File: src/rtl/gpio_timer_pkg.sv
package gpio_timer_pkg;
  typedef logic [7:0] byte_t;

  // Per-bit read-back choice: latch where the direction bit is set, pin elsewhere
  function automatic byte_t pick_readback(input byte_t latch, input byte_t dir, input byte_t pin);
    return (latch & dir) | (pin & ~dir);
  endfunction

  // Driver choice for one pin: timer wins, else the direction bit
  function automatic logic pick_oe(input logic own, input logic t_oe, input logic dir);
    return own ? t_oe : dir;
  endfunction

  function automatic logic pick_out(input logic own, input logic t_out, input logic latch);
    return own ? t_out : latch;
  endfunction
endpackage

File: src/rtl/gpio_sync.sv
module gpio_sync #(
  parameter int W      = 2,
  parameter int STAGES = 2
) (
  input  logic         clk,
  input  logic         rst_n,
  input  logic [W-1:0] d,
  output logic [W-1:0] q
);
  logic [STAGES-1:0][W-1:0] chain;

  always_ff @(posedge clk or negedge rst_n) begin
    if (!rst_n) chain <= '0;
    else        chain <= {chain[STAGES-2:0], d};
  end

  assign q = chain[STAGES-1];
endmodule

File: src/rtl/gpio_regs.sv
module gpio_regs
  import gpio_timer_pkg::*;
#(
  parameter int          NPINS    = 2,
  parameter int          ADDR_W   = 8,
  parameter logic [7:0]  DAT_ADDR = 8'h03,
  parameter logic [7:0]  DIR_ADDR = 8'h07
) (
  input  logic              clk,
  input  logic              rst_n,
  input  logic [ADDR_W-1:0] addr,
  input  logic              wr,
  input  logic              rd,
  input  byte_t             wdata,
  input  logic [NPINS-1:0]  pin_sync,
  output logic [NPINS-1:0]  dat_q,
  output logic [NPINS-1:0]  dir_q,
  output logic              wr_dat,
  output logic              wr_dir,
  output byte_t             rdata
);
  localparam logic [ADDR_W-1:0] A_DAT = ADDR_W'(DAT_ADDR);
  localparam logic [ADDR_W-1:0] A_DIR = ADDR_W'(DIR_ADDR);

  logic             hit_dat, hit_dir;
  logic [7:NPINS]   unused_wdata_hi;

  assign hit_dat         = (addr == A_DAT);
  assign hit_dir         = (addr == A_DIR);
  assign wr_dat          = wr && hit_dat;
  assign wr_dir          = wr && hit_dir;
  assign unused_wdata_hi = wdata[7:NPINS];

  // Output latch: deliberately not reset
  always_ff @(posedge clk) begin
    if (wr_dat) dat_q <= wdata[NPINS-1:0];
  end

  always_ff @(posedge clk or negedge rst_n) begin
    if (!rst_n)      dir_q <= '0;
    else if (wr_dir) dir_q <= wdata[NPINS-1:0];
  end

  always_comb begin
    rdata = '0;
    if (rd) begin
      if (hit_dat)      rdata = pick_readback(byte_t'(dat_q), byte_t'(dir_q), byte_t'(pin_sync));
      else if (hit_dir) rdata = byte_t'(dir_q);
    end
  end
endmodule

File: src/rtl/gpio_pin_mux.sv
module gpio_pin_mux
  import gpio_timer_pkg::*;
#(
  parameter int NPINS = 2
) (
  input  logic [NPINS-1:0] dat_q,
  input  logic [NPINS-1:0] dir_q,
  input  logic [NPINS-1:0] tmr_en,
  input  logic [NPINS-1:0] tmr_out,
  input  logic [NPINS-1:0] tmr_oe,
  output logic [NPINS-1:0] pad_out,
  output logic [NPINS-1:0] pad_oe
);
  for (genvar i = 0; i < NPINS; i++) begin : g_pin
    logic owned;
    assign owned      = tmr_en[i];
    assign pad_oe[i]  = pick_oe(owned, tmr_oe[i], dir_q[i]);
    assign pad_out[i] = pick_out(owned, tmr_out[i], dat_q[i]);
  end
endmodule

File: src/rtl/gpio_timer_port.sv
module gpio_timer_port #(
  parameter int         NPINS       = 2,
  parameter int         ADDR_W      = 8,
  parameter logic [7:0] DAT_ADDR    = 8'h03,
  parameter logic [7:0] DIR_ADDR    = 8'h07,
  parameter int         SYNC_STAGES = 2
) (
  input  logic              clk,
  input  logic              rst_n,
  input  logic [ADDR_W-1:0] bus_addr,
  input  logic              bus_wr,
  input  logic              bus_rd,
  input  logic [7:0]        bus_wdata,
  output logic [7:0]        bus_rdata,
  input  logic [NPINS-1:0]  pad_in,
  output logic [NPINS-1:0]  pad_out,
  output logic [NPINS-1:0]  pad_oe,
  input  logic [NPINS-1:0]  tmr_en,
  input  logic [NPINS-1:0]  tmr_out,
  input  logic [NPINS-1:0]  tmr_oe,
  output logic [NPINS-1:0]  tmr_pin
);
  logic [NPINS-1:0] pin_sync;
  logic [NPINS-1:0] dat_q;
  logic [NPINS-1:0] dir_q;
  logic             wr_dat;
  logic             wr_dir;

  gpio_sync #(.W(NPINS), .STAGES(SYNC_STAGES)) u_sync (
    .clk(clk), .rst_n(rst_n), .d(pad_in), .q(pin_sync)
  );

  gpio_regs #(.NPINS(NPINS), .ADDR_W(ADDR_W), .DAT_ADDR(DAT_ADDR), .DIR_ADDR(DIR_ADDR)) u_regs (
    .clk(clk), .rst_n(rst_n), .addr(bus_addr), .wr(bus_wr), .rd(bus_rd),
    .wdata(bus_wdata), .pin_sync(pin_sync), .dat_q(dat_q), .dir_q(dir_q),
    .wr_dat(wr_dat), .wr_dir(wr_dir), .rdata(bus_rdata)
  );

  gpio_pin_mux #(.NPINS(NPINS)) u_mux (
    .dat_q(dat_q), .dir_q(dir_q), .tmr_en(tmr_en), .tmr_out(tmr_out),
    .tmr_oe(tmr_oe), .pad_out(pad_out), .pad_oe(pad_oe)
  );

  assign tmr_pin = pin_sync;
endmodule

File: config.mk
export PLATFORM = sky130hd
export DESIGN_NAME = gpio_timer_port
export DESIGN_NICKNAME = d
export VERILOG_FILES = /design/src/rtl/gpio_timer_pkg.sv /design/src/rtl/gpio_sync.sv /design/src/rtl/gpio_regs.sv /design/src/rtl/gpio_pin_mux.sv /design/src/rtl/gpio_timer_port.sv
export SDC_FILE = /design/constraint.sdc
export NUM_CORES = 1
export LEC_CHECK = 0
export ABC_AREA = 0
export CORE_MARGIN = 1.5
export CORE_UTILIZATION = 28
export DETAILED_ROUTE_END_ITERATION = 12
export PLACE_DENSITY = 0.76
export SLEW_MARGIN = 40
export SYNTH_ARGS = -nofsm -noshare
export SYNTH_HDL_FRONTEND = slang
export SYNTH_SLANG_ARGS = --single-unit
export TNS_END_PERCENT = 5
File: constraint.sdc
create_clock -name clk -period 1.25 [get_ports clk]
set_input_delay 0.25 -clock clk [delete_from_list [all_inputs] [get_ports clk]]
set_output_delay 0.25 -clock clk [all_outputs]
set_load 0.02 [all_outputs]
==> results of run 1 <==
-- layout by cell type (no fill, tap or decap) --
master	n
conb_1	6
mux2_2	4
a21oi_2	1
clkdlybuf4s15_1	1
o21ai_1	1
clkdlybuf4s50_1	10
o21ai_0	1
nand4_1	1
nor4_4	1
buf_2	5
buf_6	2
edfxtp_1	2
nor2_2	1
nor2b_1	1
dlygate4sd2_1	8
nor2_1	2
clkbuf_4	3
dfrtp_1	6
and4b_1	1
nand2_1	3
buf_4	7
nand3_2	1
mux2_1	2
clkbuf_1	1
a21oi_1	1
-- state kept, by name, summed over array words and instances (netlist names) --
register      count
u_regs.dir_q      2
u_sync.q          2
u_regs.dat_q      2
u_sync.chain      2
-- critical path, stage by stage, from the launching register on --
cell	delay (ps)
dfrtp_1	410
nor2_1	100
nand2_1	70
a21oi_2	150
buf_6	130
-- worst max path at each step --
stage | startpoint | end | slack [ps] | cells after the start
floorplan | bus_addr[5] | bus_rdata[0] | -60 | 3
global placement | bus_addr[5] | bus_rdata[0] | -920 | 5
detailed placement | bus_addr[5] | bus_rdata[0] | -950 | 5
CTS | u_regs.dir_q[0] | bus_rdata[0] | -120 | 4
global route | u_regs.dir_q[0] | bus_rdata[0] | -170 | 4
finish | u_regs.dir_q[0] | bus_rdata[0] | -110 | 4
-- cells by family (layout without fill, tap and decap cells) --
| kind of cell | Yosys count | after routing |
|---|---|---|
| buffers and inverters | 8 | 37 |
| AOI/OAI and AO/OA | 4 | 4 |
| muxes | 6 | 6 |
| DFF | 8 | 8 |
| other | 1 | 6 |
| and+or+nand+nor | 11 | 11 |
-- power groups by stage --
stage                     sequential, µW  clock [µW]  combinational, µW
after floorplan                      287           0               72.4
after global placement               288           0                154
after detailed placement             289           0                156
after CTS                            284         217                139
after global routing                 285         229                149
final                                284         208                138
-- routing by layer --
layer  track usage (%)  up-vias
li1                  -      188
met1              12.7      185
met2              24.0       20
met3              3.45        0
met4              3.75        0
met5                 0        -
-- layout make-up --
class	count	area (µm²)
clock buffer	4	26.3
fill	146	759
multi-input combinational	27	193
sequential	8	210
tap	16	20.0
timing repair buffer	33	280
-- per-stage QoR --
step                      utilization (%)  power, µW  setup TNS [ps]
final                                49.0        631            -550
after global routing                 49.0        664            -790
after CTS                            48.6        640            -596
after detailed placement             49.0        444           -6150
after global placement               49.0        443           -5950
after floorplan                         -        359            -116
-- what timing repair did --
action                                  in CTS  in global routing
resized for setup                           54                  2
endpoints found under the setup margin      12                  8
pin swaps                                    2                  0
setup buffers                                1                  0
gates cloned                                 0                  0
==> results.md, run 1 <==
* Data arrival, critical path at ~1100 ps
* Vias in the first global route at between 400 and 500
* Post-synth ARST share at ~75%
* Violated checks: negative setup slack
* Core area at ~1500 µm²
* 1st-iter DRT viols at 4
* Synthesized area per cell at around 12 µm²
* Fin. max-slew vios at 0
* Final hold violations at 0
* FP Rows at 14
* GPL Wtd Cong at about 0.8
* Mapped cell area at between 400 and 500 µm²
* Routed len/inst at 11.3 µm
* WP data required at 1000 ps
* Cell taking the most area after synthesis: dfrtp_1
* Layout cells sized above 1 at 34.7%
* Post-synth cell types at 15
* Post-synthesis sequential area ratio at between 40% and 50%
* Critical R2R Launch: u_regs.dir_q[0]
* Count leader, synth: buf_4
* Adder-Cell Fraction of Synth Area at 0%
* Worst Skew at roughly 13 ps
* Routed met2 length at 555 µm
* Clock root cell: clkbuf_4
* Post-route DRC at 0
* DR WL met3 at about 77 µm
* Class of the worst hold path: input port to asynchronous set/reset pin
* Main combinational cell family by area after synthesis: simple AND/OR/NAND/NOR gates
* First-pass GRT wire length at ~1.7 mm
* Logic pwr share at 22.0%
* Power Dens Cells at slightly below 900 nW/µm²
* Placed Area at 729 µm²
* Status: finished with violations
* Int Power at approximately 480 µW
* Height of the die at approximately 43 µm
* CTS tree: done
* Share of the synthesized area in the top cell type at 34.3%
* Non-Filler Instances at 88
* Largest net degree at the start of global routing at 7
* Total die area at approximately 1800 µm²
* CP Capture Type: primary output
* P&R area growth vs syn at 66.6%
* Ant. Diodes at 0
* Die X at about 43 µm
* R2R Path End: u_regs.dir_q[0]
* Fmax at 735 MHz
* Final WL at 995 µm
* Area share of and/or/nand/nor cells after synthesis at between 10% and 20%
* Initial antenna violation count at 0
* Total global-route track usage at approximately an eighth
* Longest Clk Path Bufs at 2
* CTS H-tree depth at 1
* Synth top cells by count: 8 x buf_4, 6 x dfrtp_1, 4 x mux2_2
* Main synth FF type: dfrtp_1
* P_leak at ~0.00034 µW
* Synth Area in Compound Gates at ~4.6%
* Via count at 393
* Post-synth EDFFs at 2
* Routed met1 length at 361 µm
* Worst-skew pair later-pin latency at 250 ps
* Switching part of the total at between 20% and 30%
* Worst VDD drop at ~0.6 mV
* Routed vias/inst at 4.47
* Initial core utilization at around 29%
* Max FO, Critical Path at 4
* Setup CP Type: flip-flop to primary output
* Synth top area cells: dfrtp_1 34%, buf_4 14%, edfxtp_1 14%
* Worst R2R Setup Slack at around 420 ps
* Tmin final at ~1400 ps
* Reg2Reg Depth at 1
* Clk sink count at 8
* Unrepaired setup endpoints after global routing: yes
* Reg power frac at between 40 and 50%
* Io pins at 42
* Pre-CTS setup slack at -951 ps
* XOR/XNOR Fraction of Synth Area at 0%
* Max-cap viol count at 0
* Clk network pwr share at roughly a third
* Final ANT Viol Nets at 0
* Final setup vio count at 6
* Design area at ~730 µm²
* Port Buffers at 29
* Critical Path Source Type: flip-flop
* NetSw at approximately 160 µW
* Worst setup margin at -111 ps
* DRT Pass-1 Iters at 4
* Hold Slack at 227 ps
* Cell count after synthesis at 38
* Hold_buf cts at 0
* Grt total ovfl at 0
* Final period utilization at 109%
* Top sig layer: met3
* Post-synthesis mux area share at roughly 15%
* Synthesis Warnings at 0
* Placed cells at 83
* Synthesis-stage register bit count at 8
* Num CTS Buffers at 3
* Nets@finish at around 100
* Clk slew on worst S/H paths at 60 ps
(Power assumes the default switching activity.)
==> run 2, diff against run 1 <==
Settings changed: GPL_ROUTABILITY_DRIVEN from default to 1, HOLD_SLACK_MARGIN from default to 0.03, SLEW_MARGIN 40 to default.
==> results of run 2 <==
No change in the layout: final DEF, timing and power equal those of run 1.
